### config.mk
export PLATFORM = sky130hd
export DESIGN_NAME = pt_walk2
export DESIGN_NICKNAME = d
export VERILOG_FILES = /design/src/rtl/pt_walk2.sv
export SDC_FILE = /design/constraint.sdc
export NUM_CORES = 1
export LEC_CHECK = 0
export BUFFER_PORTS_ARGS = -buffer_cell sky130_fd_sc_hd__buf_2
export CAP_MARGIN = 30
export CORE_UTILIZATION = 30
export CTS_CLUSTER_DIAMETER = 50
export CTS_CLUSTER_SIZE = 28
export DETAILED_ROUTE_END_ITERATION = 8
export PLACE_DENSITY = 0.53
export SETUP_SLACK_MARGIN = 0.3
export SKIP_LAST_GASP = 1
export SYNTH_ARGS = -nofsm -noshare
export SYNTH_HDL_FRONTEND = slang
export SYNTH_SLANG_ARGS = --single-unit
### constraint.sdc
create_clock -name clk -period 1.63 [get_ports clk]
set_input_delay 0.2445 -clock clk [delete_from_list [all_inputs] [get_ports clk]]
set_output_delay 0.2445 -clock clk [all_outputs]
set_load 0.01 [all_outputs]
### src/rtl/pt_walk2.sv
module pt_walk2 #(
  parameter int DIR_BITS = 10,
  parameter int TBL_BITS = 10,
  parameter int OFF_BITS = 12
) (
  input  logic        clk,
  input  logic        rst_n,
  input  logic [31:0] root_base,
  input  logic        start,
  input  logic [31:0] va,
  output logic        busy,
  output logic        mem_req,
  output logic [31:0] mem_addr,
  input  logic        mem_rvalid,
  input  logic [31:0] mem_rdata,
  output logic [31:0] pa,
  output logic        done,
  output logic        fault
);
  localparam int AW = DIR_BITS + TBL_BITS + OFF_BITS;
  localparam int FW = AW - OFF_BITS;

  typedef enum logic [2:0] {S_IDLE, S_DIR, S_TBL, S_DONE, S_FAULT} st_t;
  st_t st;

  logic [AW-1:0] va_q;
  logic [FW-1:0] root_q, tbl_q;
  logic [AW-1:0] pa_q;

  wire [DIR_BITS-1:0] dir_idx = va_q[AW-1 -: DIR_BITS];
  wire [TBL_BITS-1:0] tbl_idx = va_q[OFF_BITS+TBL_BITS-1 -: TBL_BITS];
  wire entry_ok = mem_rdata[0];

  wire [AW-1:0] dir_ea = {root_q, {OFF_BITS{1'b0}}}
                       + {{(AW-DIR_BITS-2){1'b0}}, dir_idx, 2'b00};
  wire [AW-1:0] tbl_ea = {tbl_q, {OFF_BITS{1'b0}}}
                       + {{(AW-TBL_BITS-2){1'b0}}, tbl_idx, 2'b00};

  assign busy     = (st != S_IDLE);
  assign mem_req  = (st == S_DIR) || (st == S_TBL);
  assign mem_addr = (st == S_TBL) ? tbl_ea : dir_ea;
  assign done     = (st == S_DONE) || (st == S_FAULT);
  assign fault    = (st == S_FAULT);
  assign pa       = pa_q;

  always_ff @(posedge clk) begin
    if (!rst_n) begin
      st     <= S_IDLE;
      va_q   <= '0;
      root_q <= '0;
      tbl_q  <= '0;
      pa_q   <= '0;
    end else begin
      unique case (st)
        S_IDLE: if (start) begin
          va_q   <= va;
          root_q <= root_base[AW-1:OFF_BITS];
          st     <= S_DIR;
        end
        S_DIR: if (mem_rvalid) begin
          if (entry_ok) begin
            tbl_q <= mem_rdata[AW-1:OFF_BITS];
            st    <= S_TBL;
          end else begin
            pa_q <= '0;
            st   <= S_FAULT;
          end
        end
        S_TBL: if (mem_rvalid) begin
          if (entry_ok) begin
            pa_q <= {mem_rdata[AW-1:OFF_BITS], va_q[OFF_BITS-1:0]};
            st   <= S_DONE;
          end else begin
            pa_q <= '0;
            st   <= S_FAULT;
          end
        end
        S_DONE:  st <= S_IDLE;
        S_FAULT: st <= S_IDLE;
        default: st <= S_IDLE;
      endcase
    end
  end

  assert_hold_req_R7: assert property (@(posedge clk) disable iff (!rst_n)
    mem_req && !mem_rvalid |=> mem_req && $stable(mem_addr));

  assert_done_pulse_R4: assert property (@(posedge clk) disable iff (!rst_n)
    done |=> !done);

  assert_fault_with_done_R6: assert property (@(posedge clk) disable iff (!rst_n)
    fault |-> done);

  assert_dir_invalid_R5: assert property (@(posedge clk) disable iff (!rst_n)
    (mem_req && !$past(mem_req) && mem_rvalid && !mem_rdata[0]) |=> fault && !mem_req);

  assert_no_req_at_done_R9: assert property (@(posedge clk) disable iff (!rst_n)
    done |-> !mem_req && busy);

  assert_late_start_R8: assert property (@(posedge clk) disable iff (!rst_n)
    mem_req && !mem_rvalid && start |=> $stable(mem_addr));

  assert_idle_rvalid_R10: assert property (@(posedge clk) disable iff (!rst_n)
    !busy && !start && mem_rvalid |=> !busy && !done);
endmodule

# [Word level (Yosys, flattened, before mapping)]
# Index checks and enable logic that the tools add are counted.
[word_totals] regBits=107 inputBits=100 output_inout_bits=68 elab_cells=36
[op_classes] n_addsub=2 n_eq_ne=8 mux=12 n_reduce_logical=9
[ops] op="2-to-1 mux 32 bit" count=5
[ops] op="adder 32 x 12 -> 32 bit" count=2
[ops] op="case mux 32 bit (2 select lines)" count=1
[ops] op="2-to-1 mux 3 bit" count=5
[ops] op="case mux 3 bit (3 select lines)" count=1
[ops] op="inequality test 2 bit (second input constant)" count=4
[ops] op="equality test 3 x 2 -> 1 bit (second input constant)" count=2
[ops] op="AND reduction 3 bit" count=2
[ops] op="AND reduction 4 bit" count=1
[ops] op="equality test 3 x 1 -> 1 bit (second input constant)" count=1
[ops] op="equality test 3 bit (second input constant)" count=1
[ops] op="logical NOT 3 bit" count=1
[ops] op="nonzero test 3 bit" count=1
[ops] op="logical OR 1 bit" count=2
[ops] op="AND reduction 2 bit" count=1
[ops] op="nonzero test 2 bit" count=1

# [Logic depth before layout (Yosys ltp)]
# Gate-level depths: netlist of the first run.
[depth] depth_word=3 ltp_mapped=6 ltp_nobuf=3

# [Worst setup path before layout of the first run]
# No wires, ideal clock.
[synth_timing] path_kind="reg-to-reg" startpoint="register st[1]" endpoint="register pa_q[10] (netlist: pa[10])" arrival_ns=1.570 required_time_ns=1.513 path_slack_ns=-0.057 path_stages_with_launch=6 path_buffers=2 cell_sequence="dfxtp_1 -> clkbuf_1 -> or3b_1 -> a211o_1 -> buf_6 -> a32o_1"
[synth_via] elab_chain_cells=3
[synth_rtl] item="start, declared" line="24" rtl="st_t st;"
[synth_rtl] item="start signal, assigned" line="48" rtl="st <= S_IDLE;"
[synth_rtl] item="start signal, assigned" line="58" rtl="st <= S_DIR;"
[synth_rtl] item="start signal, assigned" line="63" rtl="st <= S_TBL;"
[synth_rtl] item="equality test 3 x 1 -> 1 bit / equality test 3 x 2 -> 1 bit (equally long branches)" line="54" rtl="unique case (st)"
[synth_rtl] item="inequality test 2 bit (no line) / nonzero test 2 bit (equally long branches)"
[synth_rtl] item="AND reduction 4 bit (no line)"
[synth_rtl] item="end signal, assigned" line="71" rtl="pa_q <= {mem_rdata[AW-1:OFF_BITS], va_q[OFF_BITS-1:0]};"
[synth_rtl] item="end, declared" line="28" rtl="logic [AW-1:0] pa_q;"
# Several ways; a longest one is shown, not always the timed one.
# A chain may end at the register's enable or synchronous reset.

# [Worst setup path after layout of the first run]
[layout_timing] startpoint="register st[0]" endpoint="output mem_addr[24]"
[layout_via] elab_chain_cells=2
[layout_rtl] item="equality test 3 x 2 -> 1 bit" line="41" rtl="assign mem_addr = (st == S_TBL) ? tbl_ea : dir_ea;"
[layout_rtl] item="2-to-1 mux 32 bit" line="41"
[layout_rtl] item="end, declared" line="13" rtl="output logic [31:0] mem_addr,"
# No other way between the ends.

==> results of run 1 <==
## cells in the mapped netlist, types with 2 or more instances
library cell  count  share of area [%]
a32o_1           32                7.6
buf_4             2               0.35
mux2_2           30                8.0
buf_6             3               0.80
nand2_1          94                8.3
nand3_1          52                6.1
o21ai_1           4               0.47
o21bai_1          2               0.35
clkbuf_1         27                2.4
buf_2            14                1.7
o21ai_0          48                5.7
dfxtp_1         107                 51
a21oi_1           2               0.24
mux2i_1          20                4.7
nand2b_1          3               0.44
## layer usage
layer | part of all wire [%] | wire length [microns] | track usage, % | vias up
met4 | 1.9 | 272 | 7.64 | 0
li1 | - | - | - | 1959
met1 | 44 | 6130 | 23.3 | 1906
met2 | 50 | 6960 | 31.5 | 113
met3 | 4.7 | 662 | 3.71 | 15
met5 | 0 | 0 | 0 | -
## power by group through the flow
stage / clock network (mW) / logic, mW / registers (mW)
6_report: 2.07 / 1.48 / 2.80
5_1_grt: 2.23 / 1.56 / 2.81
4_1_cts: 2.12 / 1.31 / 2.80
3_5_place_dp: 0 / 0.672 / 2.85
3_3_place_gp: 0 / 0.660 / 2.85
2_1_floorplan: 0 / 0.406 / 2.84
## what timing repair did
action                                  4_1_cts  5_1_grt
resized for setup                           147       65
setup buffers                                21        5
endpoints found under the setup margin      138      138
gates cloned                                 19        4
pin swaps                                    18        3
## registers in the layout (all words and copies together) (netlist names)
name and cells:
tbl_q 20, va_q 32, pa 32, root_q 20, st 3
## metrics by stage
step	utilization (%)	cell area (sq um)	total power [mW]	TNS (ps)	hold slack [ps]
after floorplan	-	4290	3.25	0	368
after global placement	37.6	5200	3.51	0	434
after detailed placement	37.6	5200	3.53	0	442
after CTS	48.8	6750	6.23	-13030	101
after global routing	51.5	7110	6.60	-16940	113
final	51.5	7110	6.34	-12170	111
## kinds of logic (layout without fill, tap and decap cells)
kind of cell    Yosys count  after routing  share of synthesized area, %
simple gates            158            158                          16.6
flops                   107            107                          50.5
compound gates           91             91                          14.9
mux                      50             50                          12.7
buf+inv                  47            223                          5.28
other cells               1              3                        0.0884
## final timing paths
kind / start / to / slack (ps) / cells after the start
max: st[0] / mem_addr[24] / -280 / 6
min: va[28] / va_q[28] / 110 / 3
max reg2reg: st[0] / pa[18] / -150 / 6
min reg2reg: root_q[4] / root_q[4] / 450 / 2
## worst min-delay path, delay by kind of cell
kind | cells | cell delay [ps]
and+or+nand+nor | 1 | 50
buffers and inverters | 1 | 80
AOI/OAI and AO/OA | 1 | 50
## layout make-up
type / count / share of cell area [%]
Multi-Input combinational cell: 301 / 32.8
Sequential cell: 107 / 30.2
Clock inverter: 1 / 0.106
Timing Repair Buffer: 206 / 29.9
Antenna cell: 1 / 0.0352
Tap cell: 180 / 3.17
Clock buffer: 15 / 3.76
Inverter: 1 / 0.0528
==> results.sh, run 1 <==
export IMPL_status="finished, violations left"
export IMPL_violations="setup timing"
export IMPL_start_util_pct=30.7
export IMPL_crit_type="reg2out"
export IMPL_cap_viol_max_count=0
export IMPL_intPower_mw=4.70
export IMPL_cp_start_kind="flip-flop"
export IMPL_min_period_ps=1910
export IMPL_io_pins=168
export IMPL_ctsRootBufferMaster="clkbuf_16"
export IMPL_async_flop_share_pct=0
export IMPL_core_sq_mm=0.0138
export IMPL_clock_skew_ps=6.07
export IMPL_slowest_delay_ps=320
export IMPL_p_per_area_mw_per_mm2=892
export IMPL_pwr_share_clk_pct=32.6
export IMPL_drtAntennaViolNets=0
export IMPL_path_delay_family="buffers and inverters"
export IMPL_final_nets=726
export IMPL_syn2layout_area_growth_pct=67.7
export IMPL_ys_flop_type="dfxtp_1"
export IMPL_cts_tree="built"
export IMPL_dp_cells=746
export IMPL_clk_latency_ps=350
export IMPL_final_cell_mix="110 x buf_2, 104 x dfxtp_1, 94 x nand2_1"
export IMPL_final_cells=812
export IMPL_hp_class="in2reg"
export IMPL_floorplan_die_area_sq_mm=0.0146
export IMPL_fp_dieW_microns=121
export IMPL_cp_common_cell="buf_6"
export IMPL_n_fill_cell=1233
export IMPL_clockBufferDepth=2
export IMPL_report_final_hold_viol_count=0
export IMPL_synth_area_sq_mm=0.00424
export IMPL_die_h_microns=121
export IMPL_mostFrequentLayoutCell="buf_2"
export IMPL_gp_congestion=0.711
export IMPL_grt_use_total_pct=18.7
export IMPL_cp_buffers_inverters=3
export IMPL_synth_edf_count=0
export IMPL_worst_slack_ps=-283
export IMPL_critPathMaxFanout=7
export IMPL_drtIter0Drc=278
export IMPL_grt_pass1_wl_microns=20700
export IMPL_numCtsBuffers=9
export IMPL_via_count=3993
export IMPL_pwr_share_comb_pct=23.3
export IMPL_htreeDepth=3
export IMPL_finalSetupViolCount=66
export IMPL_viasPerCell=4.92
export IMPL_syn_avg_cell_area_sq_um=9.34
export IMPL_crit_required_ps=1390
export IMPL_cp_arrival_ps=1670
export IMPL_synth_distinct_cells=29
export IMPL_hpwl_microns=6990
export IMPL_finalMaxSlewViolations=0
export IMPL_synthCells=454
export IMPL_avgRoutedWirePerCell_microns=17.3
export IMPL_ys_warnings_count=0
export IMPL_clkTransAtPathRegs_ps=70
export IMPL_grt_max_degree=91
export IMPL_antenna_found_initial=1
export IMPL_synth_seq_area_share_pct=50.5
export IMPL_sw_frac_of_total_pct=25.8
export IMPL_leakage_nw=2.95
export IMPL_drc=0
export IMPL_end_kind="output port"
export IMPL_grt_remaining_overflow=0
export IMPL_p_switching_mw=1.64
export IMPL_cts_hold_buffers=0
export IMPL_drive_gt1_share_pct=49.9
export IMPL_power_frac_seq_pct=44.2
export IMPL_path_cells="nand2b_4 -> nor2_4 -> buf_6 -> buf_12 -> mux2_4 -> buf_6"
export IMPL_pre_cts_ws_ps=17.0
export IMPL_ys_ff_latch=107
export IMPL_fmax_ghz=0.523
export IMPL_multi_input_area_sq_mm=0.00233
export IMPL_port_buffers=142
export IMPL_rsz0062_at_grt="true"
export IMPL_first_pass_iters=4
export IMPL_numClockSinks=107
export IMPL_std_cell_rows=43
export IMPL_wl_microns=14000
export IMPL_grt_pass1_vias=3841
export IMPL_period_share_pct=117
export IMPL_seq_area_sq_mm=0.00215
export IMPL_ir_worst_vdd_mv=0.425
export IMPL_crit_slowest_cell="dfxtp_2"
Power figures use the tool's default switching activity.
==> run 2: changes to the inputs <==
--- a/config.mk
+++ b/config.mk
@@ -8,6 +8,7 @@
 export BUFFER_PORTS_ARGS = -buffer_cell sky130_fd_sc_hd__buf_2
 export CAP_MARGIN = 30
 export CORE_UTILIZATION = 30
+export CTS_BUF_LIST = sky130_fd_sc_hd__clkbuf_16
 export CTS_CLUSTER_DIAMETER = 50
 export CTS_CLUSTER_SIZE = 28
 export DETAILED_ROUTE_END_ITERATION = 8
==> run 2 against run 1 <==
Net effect:
- the run still ends with setup timing left
- flip-flop and latch count unchanged
- sequential share of layout area shrank 0.30 points
- setup slack better by 13 ps
- clock power fell by 6%
- clock skew increased by 0.78 ps
- sequential power about the same
- worst hold slack better by 3.5 ps
- fmax grew 0.66%
- register-to-register slack hardly changed
- total power shrank 1.1%
- critical path type unchanged
- critical endpoint unchanged
- largest cell class unchanged
- highest routed layer unchanged
==> results.sh, run 2 (synthesized netlist as in run 1, its figures left out) <==
export IMPL_pwr_share_comb_pct=24.3
export IMPL_cp_start_kind="flip-flop"
export IMPL_grt_max_degree=91
export IMPL_status="finished, violations left"
export IMPL_report_final_hold_viol_count=0
export IMPL_floorplan_die_area_sq_mm=0.0146
export IMPL_path_cells="nand2b_4 -> nor2_4 -> buf_6 -> buf_12 -> mux2_4 -> buf_6"
export IMPL_power_frac_seq_pct=44.7
export IMPL_crit_required_ps=1390
export IMPL_sw_frac_of_total_pct=26.5
export IMPL_finalSetupViolCount=74
export IMPL_p_switching_mw=1.66
export IMPL_std_cell_rows=43
export IMPL_rsz0062_at_grt="true"
export IMPL_placed_cell_area_sq_mm=0.00520
export IMPL_hp_class="in2reg"
export IMPL_clockBufferDepth=2
export IMPL_cp_arrival_ps=1660
export IMPL_n_fill_cell=1190
export IMPL_cap_viol_max_count=0
export IMPL_final_nets=729
export IMPL_violations="setup timing"
export IMPL_fmax_ghz=0.526
export IMPL_final_cell_mix="110 x buf_2, 104 x dfxtp_1, 94 x nand2_1"
export IMPL_fp_dieW_microns=121
export IMPL_avgRoutedWirePerCell_microns=17.7
export IMPL_drtIter0Drc=245
export IMPL_gp_congestion=0.711
export IMPL_slowest_delay_ps=320
export IMPL_pwr_share_clk_pct=31.0
export IMPL_cp_num_cells=6
export IMPL_first_pass_iters=5
export IMPL_grt_remaining_overflow=0
export IMPL_core_sq_mm=0.0138
export IMPL_clkTransAtPathRegs_ps=70
export IMPL_cts_tree="built"
export IMPL_min_period_ps=1900
export IMPL_crit_slowest_cell="dfxtp_2"
export IMPL_ir_worst_vdd_mv=0.429
export IMPL_drtAntennaViolNets=0
export IMPL_worst_slack_ps=-270
export IMPL_syn2layout_area_growth_pct=69.2
export IMPL_grt_use_total_pct=19.6
export IMPL_clock_skew_ps=6.85
export IMPL_path_delay_family="buffers and inverters"
export IMPL_cts_hold_buffers=0
export IMPL_ctsRootBufferMaster="clkbuf_16"
export IMPL_crit_type="reg2out"
export IMPL_clk_latency_ps=350
export IMPL_cp_common_cell="buf_6"
export IMPL_min_path_cells=3
export IMPL_cp_buffers_inverters=3
export IMPL_die_h_microns=121
export IMPL_leakage_nw=2.98
export IMPL_wl_microns=14400
export IMPL_viasPerCell=4.96
export IMPL_end_kind="output port"
export IMPL_hpwl_microns=6990
export IMPL_numCtsBuffers=9
export IMPL_intPower_mw=4.61
export IMPL_hold_slack_ps=115
export IMPL_via_count=4039
export IMPL_p_per_area_mw_per_mm2=874
export IMPL_numClockSinks=107
export IMPL_period_share_pct=117
export IMPL_finalMaxSlewViolations=0
export IMPL_drc=0
export IMPL_drive_gt1_share_pct=51.6
export IMPL_design_area_sq_mm=0.00718
export IMPL_io_pins=168
export IMPL_start_util_pct=30.7
export IMPL_reg2reg_depth=6
export IMPL_grt_pass1_vias=3961
export IMPL_htreeDepth=3
export IMPL_pre_cts_ws_ps=17.0
export IMPL_grt_pass1_wl_microns=21600
export IMPL_port_buffers=142
export IMPL_antenna_found_initial=1
export IMPL_critPathMaxFanout=7
export IMPL_mostFrequentLayoutCell="buf_2"
## run 2: changes by cell type in the layout (fill, tap and decap cells not counted), sizes merged
cell | previous run | this run
inv | 1 | 5
clkinv | 0 | 2
buf | 202 | 206
clkbuf | 19 | 12
## run 2: worst paths after layout
kind         startpoint            to  slack (ps)
max               st[0]  mem_addr[24]        -270
min              va[30]      va_q[30]         110
max reg2reg       st[0]        pa[15]        -150
min reg2reg  root_q[13]    root_q[13]         450
## run 2: cell type report
class	instances	area, sq um	share of cell area [%]
repair buffers	209	2150	29.9
clock inverters	7	30.0	0.418
clock buffers	9	225	3.14
well taps	180	225	3.14
diodes	1	2.50	0.0349
inverters	1	3.75	0.0523
flip-flops and latches	107	2150	29.9
multi-input cells	301	2400	33.4
## run 2: what timing repair did
action | CTS | global route
buffers inserted | 25 | 3
pin swaps | 26 | 6
cloned | 21 | 3
setup endpoints to repair | 138 | 138
resized for setup | 169 | 67
## run 2: tightest hold or removal path: stages
cell and delay [ps]:
buf_2 80, nand3_2 40, o21ai_1 60
## run 2: power groups by stage
stage                     sequential [mW]  clock [mW]  combinational [mW]
after floorplan                      2.84           0               0.406
after global placement               2.85           0               0.660
after detailed placement             2.85           0               0.672
after CTS                            2.80        2.00                1.38
after global routing                 2.82        2.11                1.61
final                                2.80        1.94                1.52
## run 2: metal layers
layer	up-vias	wire length [microns]	GRT usage [%]
met3	18	724	3.95
met1	1928	6240	24.9
li1	1976	-	-
met2	117	7200	32.1
met5	-	0	0
met4	0	283	8.64
## run 2: metrics by stage
step                TNS (ps)  utilization, %  instances  power, mW
CTS                   -12480            49.4        808       6.19
global placement           0            37.6        746       3.51
global route          -17310            51.9        815       6.54
detailed placement         0            37.6        746       3.53
floorplan                  0               -        455       3.25
finish                -11880            51.9        815       6.27
==> run 3: changes to the inputs <==
--- a/config.mk
+++ b/config.mk
@@ -12,6 +12,7 @@
 export CTS_CLUSTER_DIAMETER = 50
 export CTS_CLUSTER_SIZE = 28
 export DETAILED_ROUTE_END_ITERATION = 8
+export MAX_ROUTING_LAYER = met4
 export PLACE_DENSITY = 0.53
 export SETUP_SLACK_MARGIN = 0.3
 export SKIP_LAST_GASP = 1
==> run 3 against run 2 <==
Net effect:
- the flow still finishes with violations (setup timing)
- register-to-register slack barely moved
- final area did not move
- total power barely moved
- fmax fell by 0.22%
- sequential share of layout area did not move
- critical path type unchanged
==> results.sh, run 3 (synthesized netlist as in run 1, its figures left out) <==
export IMPL_fp_dieW_microns=121
export IMPL_via_count=4010
export IMPL_end_kind="output port"
export IMPL_first_pass_iters=4
export IMPL_status="finished, violations left"
export IMPL_critPathMaxFanout=7
export IMPL_numCtsBuffers=9
export IMPL_io_pins=168
export IMPL_core_sq_mm=0.0138
export IMPL_gp_congestion=0.719
export IMPL_cp_start_kind="flip-flop"
export IMPL_wl_microns=14400
export IMPL_drtAntennaViolNets=0
export IMPL_leakage_nw=2.98
export IMPL_finalMaxSlewViolations=0
export IMPL_final_nets=729
export IMPL_grt_pass1_vias=3960
export IMPL_grt_pass1_wl_microns=21600
export IMPL_ir_worst_vdd_mv=0.427
export IMPL_viasPerCell=4.92
export IMPL_cap_viol_max_count=0
export IMPL_drc=0
export IMPL_clk_latency_ps=350
export IMPL_crit_type="reg2out"
export IMPL_cts_tree="built"
export IMPL_die_h_microns=121
export IMPL_crit_start="st[0]"
export IMPL_grt_max_degree=91
export IMPL_grt_remaining_overflow=0
export IMPL_cp_arrival_ps=1660
export IMPL_hold_slack_ps=113
export IMPL_report_final_hold_viol_count=0
export IMPL_r2r_end="pa[15]"
export IMPL_worst_slack_ps=-274
export IMPL_rr_startpoint="st[0]"
export IMPL_clkTransAtPathRegs_ps=70
export IMPL_avgRoutedWirePerCell_microns=17.7
export IMPL_sw_frac_of_total_pct=26.5
export IMPL_period_share_pct=117
export IMPL_pwr_share_clk_pct=31.0
export IMPL_clockBufferDepth=2
export IMPL_p_per_area_mw_per_mm2=874
export IMPL_antenna_found_initial=1
export IMPL_numClockSinks=107
export IMPL_clock_skew_ps=5.28
export IMPL_drtIter0Drc=242
export IMPL_floorplan_die_area_sq_mm=0.0146
export IMPL_start_util_pct=30.7
export IMPL_rsz0062_at_grt="true"
export IMPL_grt_use_total_pct=20.2
export IMPL_htreeDepth=3
export IMPL_cts_hold_buffers=0
export IMPL_reg2reg_depth=6
export IMPL_finalSetupViolCount=77
export IMPL_final_cell_mix="110 x buf_2, 104 x dfxtp_1, 94 x nand2_1"
export IMPL_violations="setup timing"
export IMPL_hp_class="in2reg"
export IMPL_crit_end="mem_addr[24]"
export IMPL_port_buffers=142
export IMPL_crit_required_ps=1390
export IMPL_mostFrequentLayoutCell="buf_2"
export IMPL_syn2layout_area_growth_pct=69.2
export IMPL_p_switching_mw=1.66
export IMPL_intPower_mw=4.61
export IMPL_regToRegSetupSlack_ps=-160
export IMPL_hpwl_microns=6990
export IMPL_ctsRootBufferMaster="clkbuf_16"
export IMPL_pre_cts_ws_ps=17.0
export IMPL_drive_gt1_share_pct=51.6
export IMPL_min_period_ps=1900
export IMPL_power_frac_seq_pct=44.7
export IMPL_fmax_ghz=0.525
export IMPL_std_cell_rows=43
export IMPL_pwr_share_comb_pct=24.3
-- run 3: cell counts in the layout (fill, tap and decap cells not counted) --
Identical to the previous run, type by type.
-- run 3: power by group through the flow --
stage,clock (mW),combinational (mW),sequential (mW)
2_1_floorplan,0,0.406,2.84
4_1_cts,2.00,1.38,2.80
3_3_place_gp,0,0.660,2.85
5_1_grt,2.11,1.61,2.82
3_5_place_dp,0,0.672,2.85
6_report,1.94,1.52,2.80
-- run 3: worst min path at each step --
stage                              from         end  cells past startpoint
after floorplan                   start       st[0]                      1
after global placement         va_q[22]    va_q[22]                      2
after detailed placement       va_q[15]    va_q[15]                      2
after CTS                 root_base[25]  root_q[13]                      3
after global routing      mem_rdata[21]      pa[21]                      2
final                             va[2]     va_q[2]                      3
-- run 3: critical path, cell delays in order (launching register included) --
cell	delay [ps]
dfxtp_2	320
nand2b_4	140
nor2_4	130
buf_6	150
buf_12	140
mux2_4	310
buf_6	120
-- run 3: final cells by class --
class	count	area [sq um]
Antenna cell	1	2.50
Clock buffer	9	225
Clock inverter	7	30.0
Fill cell	1190	6650
Inverter	1	3.75
Multi-Input combinational cell	301	2400
Sequential cell	107	2150
Tap cell	180	225
Timing Repair Buffer	209	2150
-- run 3: per-layer routing --
metal / wire length, microns / vias up / global-route usage [%]
met3: 604 / 18 / 3.38
met2: 7190 / 105 / 32.1
li1: - / 1975 / -
met4: 278 / 0 / 8.64
met5: 0 / - / -
met1: 6350 / 1912 / 25.3
-- run 3: stage by stage --
step           util, %  instances  power (mW)  setup TNS, ps  cell area (sq um)
2_1_floorplan        -        455        3.25              0               4290
3_3_place_gp      37.6        746        3.51              0               5200
3_5_place_dp      37.6        746        3.53              0               5200
4_1_cts           49.4        808        6.19         -12480               6830
5_1_grt           51.9        815        6.53         -17320               7180
6_report          51.9        815        6.27         -12160               7180
-- run 3: what timing repair did --
| action | CTS | global route |
|---|---|---|
| pin swaps | 26 | 6 |
| gates resized for setup | 169 | 67 |
| endpoints found under the setup margin | 138 | 138 |
| gates cloned | 21 | 3 |
| buffers inserted | 25 | 3 |
